===== src/rtl/strobe_ctl_pkg.sv =====
// Package: shared sizes and field positions for the strobe-addressed
// configuration register. Assumes the bit index order below is fixed,
// because software addresses each bit by its place in the window.
package strobe_ctl_pkg;
    localparam int ADDR_W   = 16;
    localparam int NBITS    = 16;
    localparam int IDX_W    = $clog2(NBITS);
    localparam logic [ADDR_W-1:0] WIN_BASE = 16'hFFC0;

    localparam int MODE_LSB = 0;
    localparam int MODE_W   = 3;
    localparam int OFS_LSB  = MODE_LSB + MODE_W;
    localparam int OFS_W    = 7;
    localparam int PAGE_POS = OFS_LSB + OFS_W;
    localparam int RATE_LSB = PAGE_POS + 1;
    localparam int RATE_W   = 2;
    localparam int SIZE_LSB = RATE_LSB + RATE_W;
    localparam int SIZE_W   = 2;
    localparam int MAP_POS  = SIZE_LSB + SIZE_W;

    typedef struct packed {
        logic              hit;
        logic [IDX_W-1:0]  idx;
        logic              val;
    } strobe_req_t;
endpackage


===== src/rtl/strobe_ctl_decode.sv =====
// Module: strobe_ctl_decode
// Turns one bus cycle into a set/clear request. It assumes the window base
// is aligned to 2*NBITS. The upper address bits must match the window, the
// bits just above the LSB name the bit, and the LSB is the value to store.
module strobe_ctl_decode
    import strobe_ctl_pkg::*;
#(
    parameter int                AW    = ADDR_W,
    parameter int                NB    = NBITS,
    parameter logic [AW-1:0]     BASE  = WIN_BASE
) (
    input  logic [AW-1:0]        addr,
    input  logic                 wr,
    input  logic                 valid,
    output strobe_req_t          req
);
    localparam int IW  = $clog2(NB);
    localparam int TOP = AW - 1;
    localparam int WLO = IW + 1;
    localparam logic [TOP-WLO:0] WIN_TAG = BASE[TOP:WLO];

    // Combine qualification and window match into one request record.
    always_comb begin
        req.hit = valid && wr && (addr[TOP:WLO] == WIN_TAG);
        req.idx = addr[IW:1];
        req.val = addr[0];
    end
endmodule


===== src/rtl/strobe_ctl_bits.sv =====
// Module: strobe_ctl_bits
// Bank of NB independent flops. Only the flop named by the request index
// is written, and it takes the request value. Reset is synchronous and
// active-low and clears every flop.
module strobe_ctl_bits
    import strobe_ctl_pkg::*;
#(
    parameter int NB = NBITS
) (
    input  logic          clk,
    input  logic          rst_n,
    input  strobe_req_t   req,
    output logic [NB-1:0] q
);
    for (genvar i = 0; i < NB; i++) begin : g_bit
        // Hold this bit unless the request targets its index.
        always_ff @(posedge clk) begin
            if (!rst_n)
                q[i] <= 1'b0;
            else if (req.hit && (req.idx == i))
                q[i] <= req.val;
        end
    end
endmodule


===== src/rtl/strobe_ctl_reg.sv =====
// Module: strobe_ctl_reg (top)
// Configuration register written by address strobes alone. It assumes a
// single-clock bus where bus_valid marks the edge at which the cycle counts.
// The decoded fields come straight from the bit bank.
module strobe_ctl_reg
    import strobe_ctl_pkg::*;
(
    input  logic              clk,
    input  logic              rst_n,
    input  logic [15:0]       bus_addr,
    input  logic              bus_wr,
    input  logic              bus_valid,
    output logic [2:0]        vid_mode,
    output logic [6:0]        vid_offset,
    output logic              page_sel,
    output logic [1:0]        cpu_rate,
    output logic [1:0]        mem_size,
    output logic              map_type
);
    strobe_req_t        req;
    logic [NBITS-1:0]   word;

    strobe_ctl_decode #(.AW(ADDR_W), .NB(NBITS), .BASE(WIN_BASE)) u_dec (
        .addr  (bus_addr),
        .wr    (bus_wr),
        .valid (bus_valid),
        .req   (req)
    );

    strobe_ctl_bits #(.NB(NBITS)) u_bits (
        .clk   (clk),
        .rst_n (rst_n),
        .req   (req),
        .q     (word)
    );

    // Slice the stored word into its named fields.
    always_comb begin
        vid_mode   = word[MODE_LSB +: MODE_W];
        vid_offset = word[OFS_LSB  +: OFS_W];
        page_sel   = word[PAGE_POS];
        cpu_rate   = word[RATE_LSB +: RATE_W];
        mem_size   = word[SIZE_LSB +: SIZE_W];
        map_type   = word[MAP_POS];
    end
endmodule


===== config.mk =====
export PLATFORM = sky130hd
export DESIGN_NAME = strobe_ctl_reg
export DESIGN_NICKNAME = d
export VERILOG_FILES = /design/src/rtl/strobe_ctl_pkg.sv /design/src/rtl/strobe_ctl_decode.sv /design/src/rtl/strobe_ctl_bits.sv /design/src/rtl/strobe_ctl_reg.sv
export SDC_FILE = /design/constraint.sdc
export NUM_CORES = 1
export LEC_CHECK = 0
export BUFFER_PORTS_ARGS = -buffer_cell sky130_fd_sc_hd__buf_4
export CAP_MARGIN = 30
export CORE_MARGIN = 5
export CORE_UTILIZATION = 46
export DETAILED_ROUTE_END_ITERATION = 10
export PLACE_DENSITY = 0.78
export SYNTH_ARGS = -nofsm -noshare
export SYNTH_HDL_FRONTEND = slang
export SYNTH_SLANG_ARGS = --single-unit

===== constraint.sdc =====
create_clock -name clk -period 1.2 [get_ports clk]
set_input_delay 0.18 -clock clk [delete_from_list [all_inputs] [get_ports clk]]
set_output_delay 0.18 -clock clk [all_outputs]
set_load 0.02 [all_outputs]

==> results_dict.tcl <==
set metrics [dict create \
    status "finished, final reports clean" \
    synth-seq-area-share 0.380 \
    fp.dieW_um 52.8 \
    vdd.ir_drop.worst_mv 0.880 \
    mostFrequentLayoutCell "buf_4" \
    multiInputGateArea_um2 488 \
    tightest_slew_ps 335 \
    detail-route-antenna-nets 0 \
    slowest_delay_ps 390 \
    critical_path.top_delay_family "simple AND/OR/NAND/NOR gates" \
    maxSlewViolCount 0 \
    drc_errors 0 \
    max_freq_mhz 1010 \
    vias_in_the_first_global_route 677 \
    number_of_levels_the_h_tree_was_split_into 1 \
    netlist_instances 82 \
    fp-row-count 15 \
    cp_num_buf_inv 1 \
    core_area_mm2 0.00173 \
    startpoint_type "input pin" \
    grt_first_pass_wirelength_mm 2.79 \
    maxCapViolCount 0 \
    die_area_mm2 0.00279 \
    die_height_um 52.8 \
    globalRouteTotalUtil 0.139 \
    grt_setup_unrepaired "false" \
    finalCritPeriodShare 0.824 \
    cts_resized 0 \
    finalWorstPathRequiredPeriod_ps 989 \
    timing.critical_path.arrival_ps 1170 \
    registers_with_the_most_flip_flops "u_bits.q: 16 flops" \
    hp-start "bus_addr[1]" \
    fillCellCount 165 \
    path_class "input pin to flop" \
    worstSetupEndpointType "flop" \
    fin_cells 144 \
    netlist.area_leader.share 0.380 \
    grt_antenna_before_repair 0 \
    skew_ps 0 \
    share_of_cells_above_drive_strength_1 0.395 \
    flip_flop_count_of_the_largest_register_after_layout 16 \
    dpl_worst_slack_ps -97.1 \
    synth.top_cells.by_area "dfxtp_1 (38%), mux2i_1 (19%), nand2_1 (13%)" \
    critical_path_cell_by_cell "buf_4, nand3b_4, nor4_4, nand3_1, mux2i_1" \
    route.detailed.vias_per_inst 4.90 \
    cp-startpoint "bus_addr[5]" \
    via_count 705 \
    detailedRoute.firstPassIterationCount 4 \
    layout_common_cells "buf_4 (36), nand2_1 (29), mux2i_1 (16), dfxtp_1 (16)" \
    p_leak_nw 0.588 \
    cts_num_sinks 16 \
    post_drt_wl_per_cell_um 12.3 \
    crit_slowest_cell "nor4_4" \
    place.detailed.hpwl_mm 1.43 \
    floorplan.initialDensity 0.488 \
    n_antenna_cell 0 \
    report.final.setup_viol 0 \
    dp.cells 140 \
    clock_pin_slew_reported_for_the_worst_setup_and_hold_paths_after_clock_tree_synthesis_ps 100 \
    postSynthNetCount 102 \
    cp.required_ps 1380 \
    cts_setup_buffers 0 \
    gp_congestion 0.778 \
    flow.area_growth_from_synthesis_pct 35.9 \
    ff_latch_area_um2 320 \
    cts_hold_buffers 0 \
    final_hold_viol_count 0 \
    cts_tree "built" \
    post-route-worst-setup-slack_ps 211 \
    grt_max_degree 18 \
    post_synth_instance_area_um2 843 \
    maxSlewHeadroom 0.775 \
    timing.rr.start "u_bits.q[2]" \
    cts_root_buffer "clkbuf_4" \
    powerDensity_mw_per_mm2 869 \
    yosys_warnings 0 \
    synth.distinct_cells 14 \
    clock_insertion_delay_worst_skew_ps 280 \
    synth_top_area_cell "dfxtp_1" \
    count_of_input_and_output_buffers 35 \
    post_synth.cell_area_avg_um2 10.3 \
    fin_worst_hold_slack_ps 217 \
    ys_ff_latch 16 \
    detail_route.iter0.violations 7 \
    io_pins 36 \
    timing.hold.worst.class "input pin to flop" \
    setup-tns-final_ps 0 \
    cts.path.max_buffers 2 \
    nNetsFinal 140 \
    top_register "u_bits.q" \
    grt_overflow 0 \
    routed_wirelength_mm 1.77 \
    cts_inserted_buffers 3 \
    worst_path_maximum_fanout 4 \
]
stage by stage:
| step | area (um^2) | power (mW) | utilization |
|---|---|---|---|
| finish | 1150 | 0.996 | 0.664 |
| global route | 1150 | 1.05 | 0.664 |
| CTS | 1150 | 1.01 | 0.664 |
| detailed placement | 1110 | 0.659 | 0.643 |
| global placement | 1110 | 0.657 | 0.643 |
| floorplan | 843 | 0.593 | - |
final timing paths:
kind                  end  slack, ps  cells after the start
max           u_bits.q[7]        210                      5
min          u_bits.q[11]        220                      3
max reg2reg   u_bits.q[2]        610                      2
min reg2reg  u_bits.q[11]        470                      2
per-layer routing:
layer,wire (um),part of all wire,track usage
met1,714,0.40,0.148
met2,883,0.50,0.240
met3,153,0.087,0.0513
met4,17,0.0096,0.0638
met5,0,0,0
report_power, final:
group,internal [mW],total [mW],switching [mW]
logic,0.0567,0.115,0.0579
clock network,0.185,0.351,0.166
registers,0.530,0.530,0.00000212
cell usage after synthesis:
cell type and number:
nor4_4 4, nor2_1 1, nand4_1 1, nand2_1 29, mux2i_1 16, nand4bb_1 1
buf_6 2, nor2b_1 2, nand3_1 4, dfxtp_1 16, nand4_4 2, dlymetal6s2s_1 1
nand4b_1 2, nand3b_4 1
worst register-to-register path: cells and delay by family, from the launching register on:
kind | cells | cell delay [ps]
DFF | 1 | 340
and+or+nand+nor | 1 | 50
muxes | 1 | 140
logic make-up (layout without fill, tap and decap cells):
group	count (synthesis)	count (layout)	share of synthesized area
mux	16	16	0.190
simple gates	47	47	0.389
buf+inv	3	40	0.0415
flops	16	16	0.380
cell type report:
| class | count | share of cell area |
|---|---|---|
| clock buffers | 4 | 0.0317 |
| multi-input cells | 63 | 0.426 |
| flip-flops and latches | 16 | 0.279 |
| well taps | 25 | 0.0273 |
| repair buffers | 36 | 0.236 |
(Power assumes the default switching activity.)
